## src/rtl/shrot_pkg.sv

```systemverilog
package shrot_pkg;
  localparam int DW    = 32;
  localparam int CW    = 6;
  localparam int NLANE = 3;

  typedef enum logic [2:0] {
    OP_ASL  = 3'd0,
    OP_ASR  = 3'd1,
    OP_LSL  = 3'd2,
    OP_LSR  = 3'd3,
    OP_ROL  = 3'd4,
    OP_ROR  = 3'd5,
    OP_ROXL = 3'd6,
    OP_ROXR = 3'd7
  } op_e;

  typedef enum logic [1:0] {
    SZ_B  = 2'd0,
    SZ_H  = 2'd1,
    SZ_W  = 2'd2,
    SZ_W2 = 2'd3
  } size_e;

  function automatic int lane_idx(size_e s);
    case (s)
      SZ_B:    return 0;
      SZ_H:    return 1;
      default: return 2;
    endcase
  endfunction

  function automatic logic [DW-1:0] size_mask(size_e s);
    case (s)
      SZ_B:    return 32'h0000_00ff;
      SZ_H:    return 32'h0000_ffff;
      default: return 32'hffff_ffff;
    endcase
  endfunction

  function automatic logic is_rox(op_e o);
    return (o == OP_ROXL) || (o == OP_ROXR);
  endfunction

  function automatic logic is_rot(op_e o);
    return (o == OP_ROL) || (o == OP_ROR);
  endfunction
endpackage

```

## src/rtl/shrot_ctrl.sv

```systemverilog
module shrot_ctrl #(
  parameter int CW = 6
) (
  input  logic          clk_i,
  input  logic          rst_ni,
  input  logic          start_i,
  input  logic [CW-1:0] cnt_i,
  input  logic          long_i,
  output logic          busy_o,
  output logic          done_o,
  output logic          load_o,
  output logic          finish_o
);
  localparam int LW = CW + 1;

  logic          busy_q, done_q;
  logic [LW-1:0] rem_q, lat;

  assign lat      = LW'(cnt_i) + (long_i ? LW'(2) : LW'(1));
  assign load_o   = start_i & ~busy_q;
  assign finish_o = busy_q & (rem_q == LW'(1));
  assign busy_o   = busy_q;
  assign done_o   = done_q;

  always_ff @(posedge clk_i or negedge rst_ni) begin
    if (!rst_ni) begin
      busy_q <= 1'b0;
      done_q <= 1'b0;
      rem_q  <= '0;
    end else begin
      done_q <= finish_o;
      if (load_o) begin
        busy_q <= 1'b1;
        rem_q  <= lat;
      end else if (busy_q) begin
        if (finish_o) busy_q <= 1'b0;
        rem_q <= rem_q - LW'(1);
      end
    end
  end

  a_r9_done_one_cycle: assert property (@(posedge clk_i) disable iff (!rst_ni)
    done_q |=> !done_q);

  a_r9_done_ends_busy: assert property (@(posedge clk_i) disable iff (!rst_ni)
    done_q |-> $fell(busy_q));

  a_r10_start_ignored: assert property (@(posedge clk_i) disable iff (!rst_ni)
    (busy_q && start_i && !finish_o) |=> (busy_q && rem_q == $past(rem_q) - LW'(1)));
endmodule

```

## src/rtl/shrot_step.sv

```systemverilog
module shrot_step
  import shrot_pkg::*;
(
  input  logic [DW-1:0] val_i,
  input  logic          x_i,
  input  op_e           op_i,
  input  size_e         size_i,
  output logic [DW-1:0] val_o,
  output logic          x_o,
  output logic          c_o,
  output logic          vflip_o
);
  logic [DW-1:0] lane_val [NLANE];
  logic          lane_c   [NLANE];
  logic          lane_x   [NLANE];
  logic          lane_vf  [NLANE];

  for (genvar k = 0; k < NLANE; k++) begin : g_lane
    localparam int W = 8 << k;
    logic [W-1:0] iv, ov;
    logic         msb, lsb, c;

    assign iv  = val_i[W-1:0];
    assign msb = iv[W-1];
    assign lsb = iv[0];

    always_comb begin
      ov = iv;
      c  = 1'b0;
      case (op_i)
        OP_ASL, OP_LSL: begin ov = {iv[W-2:0], 1'b0}; c = msb; end
        OP_ASR:         begin ov = {msb, iv[W-1:1]};  c = lsb; end
        OP_LSR:         begin ov = {1'b0, iv[W-1:1]}; c = lsb; end
        OP_ROL:         begin ov = {iv[W-2:0], msb};  c = msb; end
        OP_ROR:         begin ov = {lsb, iv[W-1:1]};  c = lsb; end
        OP_ROXL:        begin ov = {iv[W-2:0], x_i};  c = msb; end
        OP_ROXR:        begin ov = {x_i, iv[W-1:1]};  c = lsb; end
        default:        begin ov = iv;                c = 1'b0; end
      endcase
    end

    assign lane_val[k] = DW'(ov);
    assign lane_c[k]   = c;
    // plain rotates leave extend alone; all others carry it with the out-bit
    assign lane_x[k]   = is_rot(op_i) ? x_i : c;
    assign lane_vf[k]  = (op_i == OP_ASL) && (iv[W-1] != iv[W-2]);
  end

  always_comb begin
    val_o   = lane_val[lane_idx(size_i)];
    c_o     = lane_c[lane_idx(size_i)];
    x_o     = lane_x[lane_idx(size_i)];
    vflip_o = lane_vf[lane_idx(size_i)];
  end
endmodule

```

## src/rtl/shrot_flags.sv

```systemverilog
module shrot_flags
  import shrot_pkg::*;
(
  input  logic [DW-1:0] val_i,
  input  size_e         size_i,
  output logic          n_o,
  output logic          z_o
);
  logic [DW-1:0] mval;

  assign mval = val_i & size_mask(size_i);
  assign z_o  = (mval == '0);

  always_comb begin
    case (size_i)
      SZ_B:    n_o = val_i[7];
      SZ_H:    n_o = val_i[15];
      default: n_o = val_i[DW-1];
    endcase
  end
endmodule

```

## src/rtl/shrot_unit.sv

```systemverilog
module shrot_unit
  import shrot_pkg::*;
#(
  parameter int CNT_W = 8
) (
  input  logic             clk_i,
  input  logic             rst_ni,
  input  logic             start_i,
  input  logic [2:0]       op_i,
  input  logic [1:0]       size_i,
  input  logic [31:0]      operand_i,
  input  logic [CNT_W-1:0] count_i,
  input  logic             extend_i,
  output logic [31:0]      result_o,
  output logic             carry_o,
  output logic             extend_o,
  output logic             neg_o,
  output logic             zero_o,
  output logic             ovf_o,
  output logic             busy_o,
  output logic             done_o
);
  op_e           op_in;
  size_e         size_in;
  logic [CW-1:0] cnt6, rox_steps;
  logic          long_in, load, finish;

  assign op_in   = op_e'(op_i);
  assign size_in = size_e'(size_i);
  assign cnt6    = count_i[CW-1:0];
  assign long_in = (size_in != SZ_B) && (size_in != SZ_H);

  always_comb begin
    case (size_in)
      SZ_B:    rox_steps = cnt6 % CW'(9);
      SZ_H:    rox_steps = cnt6 % CW'(17);
      default: rox_steps = cnt6 % CW'(33);
    endcase
  end

  shrot_ctrl #(.CW(CW)) u_ctrl (
    .clk_i    (clk_i),
    .rst_ni   (rst_ni),
    .start_i  (start_i),
    .cnt_i    (cnt6),
    .long_i   (long_in),
    .busy_o   (busy_o),
    .done_o   (done_o),
    .load_o   (load),
    .finish_o (finish)
  );

  // working state
  op_e           op_q;
  size_e         size_q;
  logic [DW-1:0] val_q, opnd_q;
  logic [CW-1:0] steps_q;
  logic          x_q, c_q, v_q, xin_q, zcnt_q;

  logic [DW-1:0] st_val;
  logic          st_x, st_c, st_vf;

  shrot_step u_step (
    .val_i   (val_q),
    .x_i     (x_q),
    .op_i    (op_q),
    .size_i  (size_q),
    .val_o   (st_val),
    .x_o     (st_x),
    .c_o     (st_c),
    .vflip_o (st_vf)
  );

  logic fl_n, fl_z;

  shrot_flags u_flags (
    .val_i  (val_q),
    .size_i (size_q),
    .n_o    (fl_n),
    .z_o    (fl_z)
  );

  always_ff @(posedge clk_i or negedge rst_ni) begin
    if (!rst_ni) begin
      op_q    <= OP_ASL;
      size_q  <= SZ_B;
      val_q   <= '0;
      opnd_q  <= '0;
      steps_q <= '0;
      x_q     <= 1'b0;
      c_q     <= 1'b0;
      v_q     <= 1'b0;
      xin_q   <= 1'b0;
      zcnt_q  <= 1'b0;
    end else if (load) begin
      op_q    <= op_in;
      size_q  <= size_in;
      val_q   <= operand_i & size_mask(size_in);
      opnd_q  <= operand_i & size_mask(size_in);
      steps_q <= is_rox(op_in) ? rox_steps : cnt6;
      x_q     <= extend_i;
      c_q     <= is_rox(op_in) ? extend_i : 1'b0;
      v_q     <= 1'b0;
      xin_q   <= extend_i;
      zcnt_q  <= (cnt6 == '0);
    end else if (busy_o && steps_q != '0) begin
      val_q   <= st_val;
      x_q     <= st_x;
      c_q     <= st_c;
      v_q     <= v_q | st_vf;
      steps_q <= steps_q - CW'(1);
    end
  end

  // outputs registered at completion
  always_ff @(posedge clk_i or negedge rst_ni) begin
    if (!rst_ni) begin
      result_o <= '0;
      carry_o  <= 1'b0;
      extend_o <= 1'b0;
      neg_o    <= 1'b0;
      zero_o   <= 1'b0;
      ovf_o    <= 1'b0;
    end else if (finish) begin
      result_o <= val_q;
      carry_o  <= c_q;
      extend_o <= x_q;
      neg_o    <= fl_n;
      zero_o   <= fl_z;
      ovf_o    <= v_q;
    end
  end

  a_r10_result_hold: assert property (@(posedge clk_i) disable iff (!rst_ni)
    busy_o |-> $stable(result_o));

  a_r7_ovf_only_asl: assert property (@(posedge clk_i) disable iff (!rst_ni)
    (done_o && op_q != OP_ASL) |-> !ovf_o);

  a_r2_zero_count_pass: assert property (@(posedge clk_i) disable iff (!rst_ni)
    (done_o && zcnt_q) |-> (result_o == opnd_q && !ovf_o && extend_o == xin_q));

  a_r5_rot_keeps_extend: assert property (@(posedge clk_i) disable iff (!rst_ni)
    (done_o && is_rot(op_q)) |-> (extend_o == xin_q));

  a_r6_rox_carry_is_extend: assert property (@(posedge clk_i) disable iff (!rst_ni)
    (done_o && is_rox(op_q)) |-> (carry_o == extend_o));
endmodule

```

## config.mk

```make
export PLATFORM = sky130hd
export DESIGN_NAME = shrot_unit
export DESIGN_NICKNAME = d
export VERILOG_FILES = /design/src/rtl/shrot_pkg.sv /design/src/rtl/shrot_ctrl.sv /design/src/rtl/shrot_step.sv /design/src/rtl/shrot_flags.sv /design/src/rtl/shrot_unit.sv
export SDC_FILE = /design/constraint.sdc
export NUM_CORES = 1
export LEC_CHECK = 0
export BUFFER_PORTS_ARGS = -buffer_cell sky130_fd_sc_hd__clkbuf_2
export CAP_MARGIN = 15
export CELL_PAD_IN_SITES_DETAIL_PLACEMENT = 0
export CELL_PAD_IN_SITES_GLOBAL_PLACEMENT = 1
export CORE_MARGIN = 8
export CORE_UTILIZATION = 30
export DETAILED_ROUTE_END_ITERATION = 7
export GPL_TIMING_DRIVEN = 0
export PLACE_DENSITY_LB_ADDON = 0.1
export SLEW_MARGIN = 20
export SYNTH_ARGS = -nofsm -noshare
export SYNTH_HDL_FRONTEND = slang
export SYNTH_SLANG_ARGS = --single-unit
```

## constraint.sdc

```tcl
create_clock -name clk_i -period 4.73 [get_ports clk_i]
set_clock_uncertainty 0.1 [all_clocks]
set_input_delay 0.946 -clock clk_i [delete_from_list [all_inputs] [get_ports clk_i]]
set_output_delay 0.946 -clock clk_i [all_outputs]
set_load 0.05 [all_outputs]
```

==> results by group, run 1 <==
Synthesis
  • Post-Synthesis Cells: 567
  • Average instance area after synthesis: 9.62 µm²
  • Largest cells by area after synthesis: dfrtp_1, mux2_2, a21oi_1
  • Yosys reg bits: 92
  • Post-Syn Area: 0.00545 mm²
  • Most common cell in the netlist: dfrtp_1
  • Primary FF master, synth: dfrtp_1
  • Post-synth ARST share: 100%
  • Syn. warnings: 0
  • Post-synth cell types: 65
  • Top cells by count, synth: dfrtp_1, mux2_2, nand2_1
  • Number of synthesized flops with an enable pin: 0
  • Post-synth net total: 633
  • Cell accounting for the most synthesized area: dfrtp_1
  • Post-synth top area share: 42.2%
  • Post-synthesis sequential area ratio: 42.2%

Critical path
  • Worst-path fanout max: 9
  • CP max stage cell: or4_4
  • CP peak stage delay: 0.44 ns
  • CP delay by family, top: simple AND/OR/NAND/NOR gates
  • Critical Path Start Type: input pin
  • Reg-to-reg endpoint: result_o[31]$_DFFE_PN0P_
  • R2R setup slack: 2.09 ns
  • Worst path arrival time: 4.66 ns
  • Most frequent CP cell: nor2_4
  • RR Startpoint: u_ctrl.rem_q[3]$_DFFE_PN0P_
  • R2r worst-path depth: 5
  • CP Cell Sequence: buf_2, nor2_4, inv_4, ha_4, nor2_4, o21a_2, nor2_4, ha_2, nand3b_1, or4_4, a41oi_4, o21ai_2, ha_1, buf_4, nand2_1, o21ai_4, o21ai_4, or3_1, a31oi_1
  • CP Capture Type: register
  • Worst Path Required: 4.90 ns
  • WS Path Type: in2reg
  • WP buf/inv: 3

Final layout
  • Area Overhead vs Synth: 22.8%
  • Diode count: 0
  • Fin nets: 740
  • Fillers: 1854
  • Final Instance Area: 0.00670 mm²
  • Share of layout cells above drive strength 1: 29.3%
  • Non-Filler Instances: 908
  • Post-Route Utilization: 37.4%

Clock network
  • Clk_lat worst skew: 0.35 ns
  • Clock Path Buffers: 2
  • CTS tree: yes
  • H-tree Lvls: 3
  • Clk slew on worst S/H paths: 0.06 ns
  • Hold buffer count at cts: 0
  • Cts bufs inserted: 9
  • CTS root buf: clkbuf_16
  • CTS Sinks: 92

Die
  • Starting density of the core: 30.5%
  • Die Y: 151 µm
  • Die Wd: 151 µm
  • Die ar.: 0.0227 mm²
  • Core area: 0.0179 mm²
  • I/O Pins: 88
  • Row count: 49

STA
  • RSZ-0062 raised after global routing: false
  • Measured slew at the worst slew-check pin: 0.946 ns
  • # setup viols final: 0
  • Slew HR: 37.0%
  • Min Tclk post-route: 4.49 ns
  • Fin crit share: 94.9%
  • Fmax: 0.223 GHz
  • Slew Viols, Final: 0
  • Endpoints failing hold: 0
  • Setup TNS: 0 ns

Placement
  • Gp weighted congestion: 0.806
  • Count of input and output buffers: 83
  • Placement-stage cell area: 0.00620 mm²
  • DP Wirelength: 12000 µm
  • Placed Cells: 880

Power
  • Int Pwr: 2.21 mW
  • P_leak: 3.11 nW
  • P per Cell Area: 599 mW/mm²
  • Logic pwr share: 47.3%
  • Flop pwr share: 34.1%
  • Worst VDD drop: 0.284 mV
  • Sw Pwr: 1.81 mW
  • Tot Pwr: 4.01 mW
  • Sw Share: 45.0%
  • Clock network power share: 18.6%

Detailed routing
  • Residual DRC: 0
  • Pre-antenna DRT Iters: 5
  • Post-Route WL: 16500 µm
  • WL/cell: 18.2 µm
  • DR iter-0 viols: 248
  • Vias per std cell: 5.09
  • DR vias: 4619
  • Post-DRT Antenna Nets: 0

Hold path
  • Hold Crit Depth: 1
  • HP Start: result_o[0]$_DFFE_PN0P_
  • Min-Delay Endpoint: result_o[0]$_DFFE_PN0P_
  • Hold/Removal Path Class: reg2reg

Flow run
  • Max-Cap Viols: 0

GRT
  • Pin count of the biggest net entering global routing: 48
  • Number of global-route vias before repair: 4822
  • Global-route wire length before repair: 26600 µm
  • GRT overflow: 0
  • GRT Overall Usage: 14.8%
  • Initial antenna violation count: 0

Status
  • Status: finished, final reports clean
==> layer usage <==
metal | global-route usage, % | vias up | wire length (µm)
met3 | 2.63 | 15 | 696
met4 | 4.65 | 0 | 216
met2 | 22.8 | 105 | 7530
li1 | - | 2268 | -
met1 | 20.6 | 2231 | 8040
met5 | 0 | - | 0
==> flip-flops by register name, indices dropped and copies added (netlist names) <==
signal,flops
c_q,1
carry_o,1
extend_o,1
neg_o,1
op_q,3
ovf_o,1
result_o,32
size_q,2
steps_q,6
u_ctrl.busy_o,1
u_ctrl.done_o,1
u_ctrl.rem_q,7
v_q,1
val_q,32
x_q,1
zero_o,1
==> per-stage QoR <==
| step | setup slack (ns) | hold WS [ns] |
|---|---|---|
| floorplan | 0.00984 | 0.357 |
| global placement | -0.779 | 0.375 |
| detailed placement | -0.829 | 0.385 |
| CTS | 0.00292 | 0.401 |
| global route | 0.0404 | 0.425 |
| finish | 0.241 | 0.405 |
==> worst max path at each step <==
stage,start,to,slack (ns),cells past startpoint
finish,size_i[1],steps_q[0]$_DFFE_PN0P_,0.24,19
global route,size_i[1],steps_q[0]$_DFFE_PN0P_,0.04,19
CTS,size_i[1],steps_q[3]$_DFFE_PN0P_,0.003,19
detailed placement,size_i[1],steps_q[0]$_DFFE_PN0P_,-0.83,18
global placement,size_i[1],steps_q[3]$_DFFE_PN0P_,-0.78,18
floorplan,size_i[0],steps_q[0]$_DFFE_PN0P_,0.01,18
==> power by group through the flow <==
stage	Combinational [mW]	Sequential [mW]	Clock, mW
finish	1.90	1.37	0.745
global route	2.09	1.42	0.797
CTS	1.89	1.37	0.768
detailed placement	1.86	1.38	0
global placement	1.84	1.38	0
floorplan	1.02	1.68	0
==> logic make-up (layout without fill, tap and decap cells) <==
| group | count (synthesis) | after routing | synth area share [%] |
|---|---|---|---|
| fa+ha+maj | 17 | 17 | 4.04 |
| buf+inv | 53 | 165 | 3.88 |
| flops | 92 | 92 | 42.2 |
| mux | 75 | 75 | 15.1 |
| xor+xnor | 19 | 19 | 3.05 |
| compound gates | 137 | 137 | 16.4 |
| simple gates | 174 | 174 | 15.3 |
==> timing repair <==
item	in CTS	in global routing
cloned	0	0
resized for setup	10	13
buffers inserted	7	5
setup endpoints to repair	6	6
pin swaps	6	8
==> area by class of cell <==
class | instances | area, µm² | area share, %
plain buffers | 33 | 134 | 2.00
clock buffers | 11 | 243 | 3.62
clock inverters | 5 | 61.3 | 0.916
inverters | 20 | 77.6 | 1.16
multi-input cells | 422 | 3050 | 45.6
flip-flops and latches | 92 | 2300 | 34.4
well taps | 229 | 287 | 4.28
repair buffers | 96 | 542 | 8.09
==> layout by cell type, fill, tap and decap left out, types with 3 or more instances in the layout <==
cell type,Yosys,layout
clkbuf_2,1,82
nand3b_1,3,3
xnor2_1,10,9
inv_1,18,18
nor4_1,13,12
clkbuf_16,0,9
nor2b_1,6,6
o21ai_0,34,31
xor2_1,9,9
a31oi_1,4,4
mux2i_1,18,18
o22ai_1,4,4
buf_4,0,12
nand2_1,56,56
clkbuf_1,27,28
or3_1,4,4
clkinvlp_4,0,3
nor2_1,53,53
a22oi_1,23,23
a21oi_1,43,41
buf_1,3,3
ha_1,16,12
dfrtp_1,92,92
nor2_4,1,3
nand3_1,12,11
mux2_2,57,57
nand2b_1,3,3
nor3_1,8,7
(Power assumes the default switching activity.)
==> run 2: changes to the inputs <==
CORE_UTILIZATION = 43   (was 30)
==> results by group, run 2 (synthesis results as in run 1) <==
Placement
  • DP Wirelength: 10600 µm (-12%)
  • Gp weighted congestion: 0.805 (-0.14%)
  • Dpl ws: -0.762 ns (+0.0669 ns)
  • Count of input and output buffers: 83 (unchanged)
  • Placed Cells: 823 (-6.5%)
  • Placement-stage cell area: 0.00613 mm² (-1.2%)

Status
  • Status: finished, final reports clean

Clock network
  • CTS tree: yes
  • H-tree Lvls: 3 (unchanged)
  • Clk_lat worst skew: 0.35 ns (about the same)
  • CTS Sinks: 92 (unchanged)
  • Clock Path Buffers: 2 (unchanged)
  • Hold buffer count at cts: 0 (unchanged)
  • Cts bufs inserted: 9 (unchanged)
  • CTS root buf: clkbuf_16
  • Clk slew on worst S/H paths: 0.06 ns (about the same)

STA
  • Fmax: 0.219 GHz (-1.8%)
  • Fin crit share: 96.7% (+1.8 points)
  • Worst hold slack: 0.317 ns (-0.0879 ns)
  • Slew Viols, Final: 0 (unchanged)
  • Slew HR: 42.5% (+5.6 points)
  • Post-route setup slack: 0.158 ns (-0.0830 ns)
  • # setup viols final: 0 (unchanged)
  • Min Tclk post-route: 4.57 ns (+0.0830 ns)
  • Setup TNS: 0 ns (unchanged)
  • Measured slew at the worst slew-check pin: 0.862 ns (-0.0834 ns)
  • Endpoints failing hold: 0 (unchanged)

Power
  • Worst VDD drop: 0.335 mV (+18%)
  • Sw Pwr: 1.76 mW (-2.3%)
  • Clock network power share: 18.5% (about the same)
  • Logic pwr share: 47.4% (about the same)
  • Tot Pwr: 4.00 mW (-0.42%)
  • P per Cell Area: 599 mW/mm² (about the same)
  • P_leak: 3.15 nW (+1.3%)
  • Int Pwr: 2.23 mW (+1.1%)
  • Flop pwr share: 34.1% (about the same)
  • Sw Share: 44.1% (-0.86 points)

Critical path
  • CP Capture Type: register
  • Worst path arrival time: 4.68 ns (+0.02 ns)
  • R2R setup slack: 2.12 ns (+0.03 ns)
  • Reg-to-reg endpoint: ovf_o$_DFFE_PN0P_
  • R2r worst-path depth: 5 (unchanged)
  • Worst-path fanout max: 4 (-5)
  • WS Path Type: in2reg
  • Critical Path Start Type: input pin
  • Worst Setup SP: size_i[0]
  • Worst Path Required: 4.84 ns (-0.06 ns)
  • RR Startpoint: u_ctrl.rem_q[3]$_DFFE_PN0P_

Detailed routing
  • Pre-antenna DRT Iters: 5 (unchanged)
  • Vias per std cell: 5.47 (+7.6%)
  • Post-DRT Antenna Nets: 0 (unchanged)
  • WL/cell: 17.3 µm (-4.5%)
  • DR iter-0 viols: 342 (+38%)
  • DR vias: 4689 (+1.5%)
  • Post-Route WL: 14900 µm (-9.8%)
  • Residual DRC: 0 (unchanged)

Final layout
  • Diode count: 0 (unchanged)
  • Final Instance Area: 0.00667 mm² (-0.35%)
  • Fin nets: 747 (+0.95%)
  • Non-Filler Instances: 857 (-5.6%)
  • Largest regs: result_o: 32 flops, val_q: 32 flops, u_ctrl.rem_q: 7 flops
  • Commonest non-fill, non-tap cell in the layout: dfrtp_1
  • Area Overhead vs Synth: 22.4%
  • Share of layout cells above drive strength 1: 29.3% (+0.035 points)
  • Post-Route Utilization: 53.3% (+16 points)
  • Most frequent cells in the layout: dfrtp_1, clkbuf_2, mux2_2

Die
  • Die Y: 129 µm (-15%)
  • Starting density of the core: 43.6% (+13 points)
  • Row count: 41 (-16%)
  • Die ar.: 0.0165 mm² (-27%)
  • Core area: 0.0125 mm² (-30%)
  • I/O Pins: 88 (unchanged)
  • Die Wd: 129 µm (-15%)

GRT
  • Pin count of the biggest net entering global routing: 86 (+79%)
  • GRT Overall Usage: 18.7% (+3.9 points)
  • Initial antenna violation count: 0 (unchanged)
  • GRT overflow: 0 (unchanged)
  • Global-route wire length before repair: 24700 µm (-7.1%)
  • Number of global-route vias before repair: 4705 (-2.4%)

Flow run
  • Max-Cap Viols: 0 (unchanged)

Hold path
  • Hold/Removal Path Class: in2async
==> run 2: cell type report <==
class                   count  area (µm²)
well taps                 172         215
clock inverters             3        46.3
plain buffers              33         134
repair buffers            103         613
clock buffers              12         256
flip-flops and latches     92        2300
fillers                  1225        5840
inverters                  20        80.1
multi-input cells         422        3030
==> run 2: repair_timing <==
| action | in CTS | in global routing |
|---|---|---|
| setup endpoints to repair | 6 | 6 |
| cloned | 0 | 0 |
| pin swaps | 8 | 11 |
| buffers inserted | 9 | 11 |
| hold endpoints to repair | 0 | 0 |
| gates resized for setup | 8 | 15 |
==> run 2: worst max path at each step <==
stage	slack, ns	end
after floorplan	0.01	steps_q[0]$_DFFE_PN0P_
after global placement	-0.67	steps_q[4]$_DFFE_PN0P_
after detailed placement	-0.76	steps_q[4]$_DFFE_PN0P_
after CTS	0.002	steps_q[4]$_DFFE_PN0P_
after global routing	-0.06	steps_q[0]$_DFFE_PN0P_
final	0.16	steps_q[3]$_DFFE_PN0P_
==> run 2: power by group through the flow <==
stage | logic [mW] | clock network [mW] | registers [mW]
after floorplan | 1.02 | 0 | 1.68
after global placement | 1.80 | 0 | 1.37
after detailed placement | 1.83 | 0 | 1.37
after CTS | 1.87 | 0.758 | 1.36
after global routing | 2.08 | 0.785 | 1.42
final | 1.89 | 0.740 | 1.36
==> run 2: critical path: stages <==
cell and delay (ns):
buf_2 0.13, nor2_4 0.17, clkinv_4 0.09, buf_4 0.14, buf_4 0.13, buf_4 0.13
nor4_4 0.37, nor2_4 0.10, ha_1 0.18, or3_1 0.30, o32ai_1 0.30, xor2_1 0.20
o21ai_2 0.09, ha_1 0.38, a21oi_4 0.20, nand3_2 0.14, o21ai_4 0.24, buf_12 0.13
mux2i_1 0.21, a21oi_1 0.09
==> run 2: routing by layer <==
layer | track usage (%) | up-vias | part of all wire, %
met5 | 0 | - | 0
met4 | 5.39 | 0 | 1.3
met3 | 4.14 | 18 | 6.0
met2 | 28.4 | 116 | 45
met1 | 26.2 | 2278 | 47
li1 | - | 2277 | -
